===== config.mk =====
export PLATFORM = sky130hd
export DESIGN_NAME = adc_seq_ctrl
export DESIGN_NICKNAME = d
export VERILOG_FILES = /design/src/rtl/adc_seq_pkg.sv /design/src/rtl/adc_seq_sync.sv /design/src/rtl/adc_seq_timer.sv /design/src/rtl/adc_seq_ctrl.sv
export SDC_FILE = /design/constraint.sdc
export NUM_CORES = 1
export LEC_CHECK = 0
export BUFFER_PORTS_ARGS = -buffer_cell sky130_fd_sc_hd__buf_2
export CORE_AREA = 2 2 57 64
export CTS_CLUSTER_DIAMETER = 60
export DETAILED_ROUTE_END_ITERATION = 7
export DIE_AREA = 0 0 59 66
export PLACE_DENSITY = 0.76
export SLEW_MARGIN = 25
export SYNTH_ARGS = -nofsm -noshare
export SYNTH_HDL_FRONTEND = slang
export SYNTH_SLANG_ARGS = --single-unit

===== constraint.sdc =====
create_clock -name clk -period 1.9 [get_ports clk]
set_clock_uncertainty 0.05 [all_clocks]
set_input_delay 0.38 -clock clk [delete_from_list [all_inputs] [get_ports clk]]
set_output_delay 0.38 -clock clk [all_outputs]
set_load 0.005 [all_outputs]

===== src/rtl/adc_seq_pkg.sv =====
package adc_seq_pkg;

  typedef enum logic [2:0] {
    ST_IDLE  = 3'd0,
    ST_SETUP = 3'd1,
    ST_PULSE = 3'd2,
    ST_BLANK = 3'd3,
    ST_WAIT  = 3'd4
  } seq_state_t;

  // Largest of the four phase lengths, used to size the shared counter.
  function automatic int max_of4(input int a, input int b, input int c, input int d);
    int m;
    m = a;
    if (b > m) m = b;
    if (c > m) m = c;
    if (d > m) m = d;
    return m;
  endfunction

  // Bits needed to hold values 0..maxv.
  function automatic int bits_for(input int maxv);
    int w;
    w = 1;
    while ((1 << w) <= maxv) w++;
    return w;
  endfunction

  // Reload value for a phase lasting len cycles.
  function automatic int phase_reload(input int len);
    return (len > 0) ? len - 1 : 0;
  endfunction

endpackage


===== src/rtl/adc_seq_sync.sv =====
module adc_seq_sync #(
  parameter int STAGES = 2
) (
  input  logic clk,
  input  logic rst_n,
  input  logic d_async,
  output logic q_sync
);
  logic [STAGES-1:0] chain;

  genvar g;
  generate
    for (g = 0; g < STAGES; g++) begin : g_stage
      always_ff @(posedge clk or negedge rst_n) begin
        if (!rst_n) chain[g] <= 1'b0;
        else if (g == 0) chain[g] <= d_async;
        else chain[g] <= chain[(g == 0) ? 0 : g-1];
      end
    end
  endgenerate

  assign q_sync = chain[STAGES-1];
endmodule


===== src/rtl/adc_seq_timer.sv =====
module adc_seq_timer #(
  parameter int W = 8
) (
  input  logic         clk,
  input  logic         rst_n,
  input  logic         load,
  input  logic [W-1:0] load_val,
  input  logic         dec,
  output logic         zero
);
  logic [W-1:0] count;

  always_ff @(posedge clk or negedge rst_n) begin
    if (!rst_n) count <= '0;
    else if (load) count <= load_val;
    else if (dec && (count != '0)) count <= count - 1'b1;
  end

  assign zero = (count == '0);
endmodule


===== src/rtl/adc_seq_ctrl.sv =====
module adc_seq_ctrl
  import adc_seq_pkg::*;
#(
  parameter int CH_W        = 3,
  parameter int DATA_W      = 8,
  parameter int SETUP_CYC   = 2,
  parameter int PULSE_HI    = 4,
  parameter int BLANK_CYC   = 8,
  parameter int TIMEOUT_CYC = 4096
) (
  input  logic              clk,
  input  logic              rst_n,
  input  logic              start_req,
  input  logic [CH_W-1:0]   start_chan,
  output logic [CH_W-1:0]   adc_addr,
  output logic              adc_soc,
  input  logic              adc_eoc,
  input  logic [DATA_W-1:0] adc_data,
  output logic              res_valid,
  output logic [DATA_W-1:0] res_data,
  output logic              timeout_err
);
  localparam int MAX_PHASE = max_of4(SETUP_CYC, PULSE_HI, BLANK_CYC, TIMEOUT_CYC);
  localparam int CNT_W     = bits_for(MAX_PHASE);
  localparam logic [CNT_W-1:0] RL_SETUP = CNT_W'(phase_reload(SETUP_CYC));
  localparam logic [CNT_W-1:0] RL_PULSE = CNT_W'(phase_reload(PULSE_HI));
  localparam logic [CNT_W-1:0] RL_BLANK = CNT_W'(phase_reload(BLANK_CYC));
  localparam logic [CNT_W-1:0] RL_WAIT  = CNT_W'(phase_reload(TIMEOUT_CYC));

  seq_state_t state_q, state_d;
  logic              tmr_load, tmr_dec, tmr_zero;
  logic [CNT_W-1:0]  tmr_val;

  // Named internal events
  logic conv_accept, eoc_sync, capture_evt, timeout_evt, conv_busy;

  logic [CH_W-1:0]   addr_q;
  logic [DATA_W-1:0] data_q;
  logic              valid_q, err_q, soc_q;

  adc_seq_sync #(.STAGES(2)) u_eoc_sync (
    .clk     (clk),
    .rst_n   (rst_n),
    .d_async (adc_eoc),
    .q_sync  (eoc_sync)
  );

  adc_seq_timer #(.W(CNT_W)) u_timer (
    .clk      (clk),
    .rst_n    (rst_n),
    .load     (tmr_load),
    .load_val (tmr_val),
    .dec      (tmr_dec),
    .zero     (tmr_zero)
  );

  always_comb begin
    state_d     = state_q;
    tmr_load    = 1'b0;
    tmr_val     = '0;
    conv_accept = 1'b0;
    capture_evt = 1'b0;
    timeout_evt = 1'b0;
    unique case (state_q)
      ST_IDLE: begin
        if (start_req) begin
          conv_accept = 1'b1;
          state_d     = ST_SETUP;
          tmr_load    = 1'b1;
          tmr_val     = RL_SETUP;
        end
      end
      ST_SETUP: begin
        if (tmr_zero) begin
          state_d  = ST_PULSE;
          tmr_load = 1'b1;
          tmr_val  = RL_PULSE;
        end
      end
      ST_PULSE: begin
        if (tmr_zero) begin
          state_d  = ST_BLANK;
          tmr_load = 1'b1;
          tmr_val  = RL_BLANK;
        end
      end
      ST_BLANK: begin
        if (tmr_zero) begin
          state_d  = ST_WAIT;
          tmr_load = 1'b1;
          tmr_val  = RL_WAIT;
        end
      end
      ST_WAIT: begin
        if (eoc_sync) begin
          capture_evt = 1'b1;
          state_d     = ST_IDLE;
        end else if (tmr_zero) begin
          timeout_evt = 1'b1;
          state_d     = ST_IDLE;
        end
      end
      default: state_d = ST_IDLE;
    endcase
  end

  assign conv_busy = (state_q != ST_IDLE);
  assign tmr_dec   = conv_busy && !tmr_load;

  always_ff @(posedge clk or negedge rst_n) begin
    if (!rst_n) begin
      state_q <= ST_IDLE;
      addr_q  <= '0;
      data_q  <= '0;
      valid_q <= 1'b0;
      err_q   <= 1'b0;
      soc_q   <= 1'b0;
    end else begin
      state_q <= state_d;
      if (conv_accept) addr_q <= start_chan;
      if (capture_evt) data_q <= adc_data;
      valid_q <= capture_evt;
      err_q   <= timeout_evt;
      soc_q   <= (state_d == ST_PULSE);
    end
  end

  assign adc_addr    = addr_q;
  assign adc_soc     = soc_q;
  assign res_valid   = valid_q;
  assign res_data    = data_q;
  assign timeout_err = err_q;
endmodule


### Yosys cells after proc, flatten, opt, wreduce, memory -nomap -nowiden

Index checks and enable logic that the tools add are counted.

* add/subtract/negate cells: 1
* eq/ne operators: 5
* multiplexer cells: 22
* reduce and logical (&&, ||, !) cells: 9

Operators with widths (number)
* 12-bit one-hot mux with 4 select lines: 1
* 13-bit 2-to-1 mux: 2
* 3-bit 2-to-1 mux: 7
* 3-bit one-hot mux with 5 select lines: 1
* 13-bit zero test: 1
* 13-bit nonzero test: 1
* 13-bit by 1-bit subtractor with 13-bit output, second input constant: 1
* 12-bit 2-to-1 mux: 1
* 3-bit by 2-bit == test with 1-bit output, second input constant: 3
* 1-bit 2-to-1 mux: 8
* 3-bit by 1-bit == test with 1-bit output, second input constant: 1
* 3-bit == test, second input constant: 1
* 3-bit zero test: 1
* 3-bit nonzero test: 1
* 3-bit OR reduction: 1
* 1-bit logical AND: 2
* 2-bit 2-to-1 mux: 1
* 1-bit one-hot mux with 2 select lines: 1
* 2-bit nonzero test: 1
* 1-bit zero test: 1

* register bits: 32
* input port bits: 15
* output and inout bits: 14
* word-level logic and storage cells: 46

### Depth between registers and ports, before layout

Gate-level depths: netlist (run 1).

* depth after elaboration: 8
* mapped depth: 8
* depth with buffers taken out: 7

### Cells and area by module

A second synthesis (run 1) with hierarchy kept.

* cell total of the unflattened synthesis: 162
* area total of the unflattened synthesis: 1712.9 µm²

By module, submodules not included
* adc_seq_timer: instances 1, cells an instance 103, area an instance 898.4 µm², sequential area each 325.3 µm²
* adc_seq_ctrl: instances 1, cells an instance 57, area an instance 764.5 µm², sequential area each 425.4 µm²
* adc_seq_sync: instances 1, cells an instance 2, area an instance 50.0 µm², sequential area each 50.0 µm²

### Worst setup path before layout (run 1)

No wires, ideal clock.

* path kind: flip-flop to flip-flop
* start: register u_timer.count[0]
* end: register u_timer.count[3]
* library setup time: 0.099 ns
* arrival: 1.934 ns
* data required time: 1.751 ns
* setup slack: -0.184 ns
* stages on the path, launching flop included: 8
* path buffers: 0
* clock period less this slack: 2.084 ns
* cells stage by stage: dfrtp_1 -> inv_1 -> ha_1 -> nor4b_4 -> nand4_4 -> or4_4 -> o2bb2ai_1 -> a311oi_1

* longest elaborated chain between the ends: 7
* elaborated cells on any way between the ends: 13
* those cells by class: add/sub (1); mux (6); reduce/logical (6)

RTL lines
* start: declaration: RTL line adc_seq_timer.sv:11 `logic [W-1:0] count;`
* start signal: assignment: RTL line adc_seq_timer.sv:15 `else if (load) count <= load_val;`
* start signal: assignment: RTL line adc_seq_timer.sv:16 `else if (dec && (count != '0)) count <= count - 1'b1;`
* parallel branches: the longest is 7 deep, another holds 13-bit by 1-bit subtractor with 13-bit output

Parallel ways; which one is timed is not known. The select of a mux whose other input is x is not followed.
A chain may end at the register's enable or synchronous reset.

### Worst setup path after layout (run 1)

* start: register u_timer.count[3]
* end: register u_timer.count[8]

The elaborated chain is that of the path after synthesis.

==> reports/metrics.yaml, run 1 <==
status: "complete, but fails checks"
failed_checks: "negative setup slack"
tightest_slew_ps: 673
worstPathRequired_ps: 2120
cts_inserted_buffers: 5
setup_viol: 4
m1WireLength_microns: 1390
arrival_ps: 2200
core-area_sq_um: 3250
power_mw: 2.72
first_pass_iters: 4
grt_max_degree: 33
drive_gt1_frac: 0.460
hold_buffers: 0
synth_ff_type: "dfrtp_1"
start_util: 0.468
final_max_slew_viol_count: 0
dr_wl_met3_microns: 243
critPathKind: "register to register"
vias_per_cell: 5.78
ys_ff_latch: 32
top_layer_used: "met4"
routed_wl_microns: 3700
hpwl_microns: 2690
die_h_microns: 66
cts_htree_levels: 2
port-buffer-count: 28
dr_total_vias: 1376
powerDensity_nw_per_um2: 1320
synthCells: 144
syn_to_final_growth_pct: 35.3
grt_pass1_vias: 1345
synthesis.nets: 160
grt_usage: 0.213
cp-end-kind: "register"
cts-root-buf: "clkbuf_4"
synth_compound_area_frac: 0.152
syn_area_sq_um: 1520
antenna_cells: 0
multi_input_area_sq_um: 772
overflow: 0
synth_top_family_by_area: "simple AND/OR/NAND/NOR gates"
hold_ws_ps: 16.0
fill_cells: 259
antenna_found_initial: 0
synthXorXnorAreaFrac: 0
path_max_fanout: 6
nNetsFinal: 218
seqCellArea_sq_um: 801
boundaryPins: 29
insertion_delay_ps: 330
layout_setup_ws_ps: -75.0
synthAdderAreaFrac: 0.00824
rows: 22
drt_iter0_drc: 60
globalplace.congestion: 0.850
grt_pass1_wl_microns: 6240
synthSimpleGateAreaFrac: 0.205
post-route-period-util: 1.04
rsz0062_at_grt: "yes"
cts.sinks: 32
wire_per_inst_microns: 15.5
hp-class: "input port to asynchronous set/reset pin"
cts_tree: "yes"
synth_cell_types: 40
drcViolationCount: 0
dieArea_sq_um: 3890
ys_seq_area_frac: 0.527
period_minus_slack_ps: 1980
startpoint_type: "register"
final_cell_mix: "dfrtp_1, buf_2, buf_4, nor2_1"
final_common_cell: "dfrtp_1"
fmax_ghz: 0.506
cts_buffer_depth: 2
vdd_drop_max_mv: 0.735
ys_warn_count: 0
cap_violations: 0
synthMuxAreaShare: 0.0815
synth_edf_count: 0
routed-wl-met2_microns: 1980
clkSlewWorstSetupHoldPaths_ps: 100
synth-async-reset-ratio: 1.00
die_x_microns: 59
slew_headroom: 0.551
ant_nets: 0
power.leakage_nw: 0.971
synth_area_per_cell_sq_um: 10.5
hold_viol: 0
[path summary, 6_finish.rpt]
path	start	to	slack, ps	depth (start not counted)
setup / recovery	u_timer.count[3]	u_timer.count[8]	-80	6
hold / removal	rst_n	u_timer.count[6]	20	1
setup reg to reg	u_timer.count[3]	u_timer.count[8]	-80	6
hold reg to reg	u_eoc_sync.chain[0]	u_eoc_sync.q_sync	300	0
max in group asynchronous	rst_n	u_timer.count[4]	1330	1
min in group clk	adc_eoc	u_eoc_sync.chain[0]	110	1
[synthesized netlist by cell type, types with 2 or more instances]
cell type | count | area share
a21oi_1 | 10 | 0.033
o21ai_0 | 7 | 0.023
nor4_1 | 3 | 0.012
mux2_2 | 11 | 0.082
o2bb2ai_1 | 2 | 0.012
nor3_1 | 7 | 0.023
nor2_1 | 15 | 0.037
a311oi_1 | 2 | 0.012
clkbuf_1 | 3 | 0.0074
a211oi_1 | 2 | 0.0099
inv_1 | 6 | 0.015
and3_1 | 2 | 0.0082
nand2_1 | 13 | 0.032
nand3_1 | 4 | 0.013
dfrtp_1 | 32 | 0.53
[per-stage QoR]
stage	area (sq um)	std cells	setup TNS [ps]	utilization	setup WS [ps]
global route	2060	238	-1230	0.633	-199
floorplan	1530	144	-289	-	-152
global placement	1860	227	-77.1	0.574	-29.5
CTS	1970	236	-275	0.605	-91.3
finish	2060	238	-214	0.633	-75.0
detailed placement	1860	227	-380	0.574	-127
[cells by family (layout without fill, tap and decap cells)]
kind of cell / Yosys count / after routing
buffers and inverters: 10 / 68
adder cells (fa/ha/maj): 1 / 1
AND/OR/NAND/NOR: 55 / 55
flip-flops: 32 / 32
multiplexers: 11 / 11
AO/OA/AOI/OAI: 35 / 35
[routing by layer]
layer	vias to the layer above	global-route usage
met2	55	0.371
met5	-	0
li1	649	-
met4	0	0.0795
met1	662	0.253
met3	10	0.0489
[final cells by class]
class / instances / area share
repair buffers: 55 / 0.170
flip-flops and latches: 32 / 0.390
multi-input cells: 102 / 0.376
well taps: 36 / 0.0219
clock buffers: 7 / 0.0316
inverters: 6 / 0.0110
[worst max-delay path: stages, from the launching register on]
cell	delay, ps
dfrtp_1	490
nor4b_4	410
buf_4	200
buf_6	100
nand2_4	50
or4b_4	480
a21oi_2	140
[sequential cells by signal, summed over array words and instances, names as in the netlist]
name               cells
u_timer.count         13
adc_addr               3
state_q                3
u_eoc_sync.q_sync      1
res_data               8
u_eoc_sync.chain       1
res_valid              1
adc_soc                1
timeout_err            1
[where the power goes]
| group | switching, mW | internal (mW) |
|---|---|---|
| combinational | 0.616 | 0.614 |
| clock | 0.218 | 0.210 |
| sequential | 0.186 | 0.874 |
[timing repair]
item / 4_1_cts / 5_1_grt
pin swaps: 2 / 1
gates resized for setup: 6 / 17
setup endpoints to repair: 6 / 11
buffers inserted: 2 / 2
endpoints found under the hold margin: 0 / 0
Note: power is estimated with default switching activity, not from simulation.
==> run 2, diff against run 1 <==
- CORE_AREA: 2 2 57 64 -> 2 2 71 80
- DIE_AREA: 0 0 59 66 -> 0 0 73 82
- PLACE_DENSITY: 0.76 -> 0.53
==> run 2 against run 1 <==
The run still ends with negative setup slack left. Register-to-register slack gained 20 ps. Global-route usage fell by 6.5 points. Cell area rose by 9.5%. Combinational power grew 15%. Clock power up 29%. Fmax rose by 1.2%. Flip-flop and latch count did not move. Hold slack better by 69 ps. Worst setup slack better by 23 ps. Core utilization decreased by 20 points. Largest power group unchanged.
==> reports/metrics.yaml, run 2 (synthesized netlist as in run 1, its figures left out) <==
cap_violations: 0  # unchanged
grt_max_degree: 33  # unchanged
critPathKind: "register to register"  # unchanged
final_max_slew_viol_count: 0  # unchanged
powerDensity_nw_per_um2: 1330  # was 1320 nW/um^2
cts_htree_levels: 2  # unchanged
drt_iter0_drc: 67  # was 60
failed_checks: "negative setup slack"  # unchanged
antenna_cells: 0  # unchanged
grt_pass1_wl_microns: 6740  # was 6240 microns
cp-end-kind: "register"  # unchanged
start_util: 0.291  # was 0.468
dr_total_vias: 1391  # was 1376
boundaryPins: 29  # unchanged
drcViolationCount: 0  # unchanged
rows: 28  # was 22
r2r-start: "u_timer.count[0]"  # was u_timer.count[3]
status: "complete, but fails checks"  # unchanged
post-route-period-util: 1.03  # was 1.04
layout_setup_ws_ps: -51.8  # was -75.0 ps
r2r_cells: 9  # was 6
fmax_ghz: 0.512  # was 0.506 GHz
globalplace.congestion: 0.777  # was 0.850
grt_usage: 0.149  # was 0.213
hold_ws_ps: 85.0  # was 16.0 ps
antenna_found_initial: 0  # unchanged
power_mw: 2.99  # was 2.72 mW
insertion_delay_ps: 280  # was 330 ps
hold_viol: 0  # unchanged
first_pass_iters: 4  # unchanged
routed_wl_microns: 3880  # was 3700 microns
power.leakage_nw: 1.03  # was 0.971 nW
wire_per_inst_microns: 14.1  # was 15.5 microns
drive_gt1_frac: 0.535  # was 0.460
vdd_drop_max_mv: 0.644  # was 0.735 mV
largest_reg_flops: 13  # unchanged
tightest_slew_ps: 701  # was 673 ps
rsz0062_at_grt: "yes"  # unchanged
cts_inserted_buffers: 5  # unchanged
hold_buffers: 0  # unchanged
arrival_ps: 2050  # was 2200 ps
worstPathRequired_ps: 2000  # was 2120 ps
final_cell_mix: "buf_4, dfrtp_1, buf_2, nor2_1, nand2_1"  # was dfrtp_1, buf_2, buf_4, nor2_1
period_minus_slack_ps: 1950  # was 1980 ps
nNetsFinal: 230  # was 218
core-area_sq_um: 5220  # was 3250 sq um
port-buffer-count: 28  # unchanged
path_max_fanout: 5  # was 6
hp-class: "input port to asynchronous set/reset pin"  # unchanged
vias_per_cell: 5.06  # was 5.78
cts-root-buf: "clkbuf_8"  # was clkbuf_4
cts_tree: "yes"  # unchanged
ant_nets: 0  # unchanged
grt_pass1_vias: 1410  # was 1345
largest-register: "u_timer.count"  # unchanged
overflow: 0  # unchanged
die_h_microns: 82  # was 66 microns
final_common_cell: "buf_4"  # was dfrtp_1
cts_buffer_depth: 2  # unchanged
startpoint_type: "register"  # unchanged
dieArea_sq_um: 5990  # was 3890 sq um
die_x_microns: 73  # was 59 microns
syn_to_final_growth_pct: 48.2  # was 35.3%
setup_viol: 8  # was 4
r2r_end: "u_timer.count[3]"  # was u_timer.count[8]
slew_headroom: 0.532  # was 0.551
r2r_slack_ps: -50  # was -80 ps
clkSlewWorstSetupHoldPaths_ps: 70  # was 100 ps
hpwl_microns: 2730  # was 2690 microns
cts.sinks: 32  # unchanged
==> run 2: per-layer routing <==
metal  GRT usage  share of wire  vias to the layer above
met2       0.250           0.49                       34
met5           0              0                        -
met4      0.0500          0.021                        0
li1            -              -                      674
met1       0.183           0.44                      674
met3      0.0393          0.042                        9
==> run 2: worst max-delay path by stage <==
stage / from / endpoint / slack [ps] / cells past startpoint
after global routing: u_timer.count[0] / u_timer.count[5] / -170 / 9
after global placement: u_timer.count[0] / u_timer.count[3] / -100 / 7
after detailed placement: u_timer.count[1] / u_timer.count[3] / -120 / 7
after CTS: u_timer.count[1] / u_timer.count[3] / -70 / 7
after floorplan: u_timer.count[0] / u_timer.count[3] / -150 / 7
final: u_timer.count[0] / u_timer.count[3] / -50 / 9
==> run 2: final cells by class <==
cell class / instances / area, sq um
clock buffer: 6 / 82.6
clock inverter: 2 / 15.0
fill: 505 / 2970
inverter: 6 / 22.5
multi-input combinational: 103 / 822
sequential: 32 / 801
tap: 60 / 75.1
timing repair buffer: 66 / 433
==> run 2: what timing repair did <==
action / CTS / global route
endpoints found under the setup margin: 12 / 17
pin swaps: 5 / 8
cloned: 1 / 0
gates resized for setup: 15 / 16
setup buffers: 4 / 3
==> run 2: where the power goes <==
| group | internal, mW | switching, mW |
|---|---|---|
| logic | 0.726 | 0.687 |
| registers | 0.876 | 0.150 |
| clock network | 0.293 | 0.261 |
==> run 2: worst max-delay path, stage by stage, from the launching register on <==
cell	delay [ps]
dfrtp_1	390
inv_2	70
ha_4	130
nor4b_4	300
buf_4	190
and4_4	240
o21ai_2	60
a21oi_2	170
buf_4	170
a311oi_2	50
==> run 2: per-stage QoR <==
step	setup WS, ps	std cells	utilization	TNS, ps	cell area, sq um
after global routing	-170	275	0.431	-1640	2250
after global placement	-99.1	260	0.376	-514	1960
after detailed placement	-120	260	0.376	-763	1960
after floorplan	-152	144	-	-289	1530
final	-51.8	275	0.431	-239	2250
after CTS	-71.6	273	0.413	-346	2160
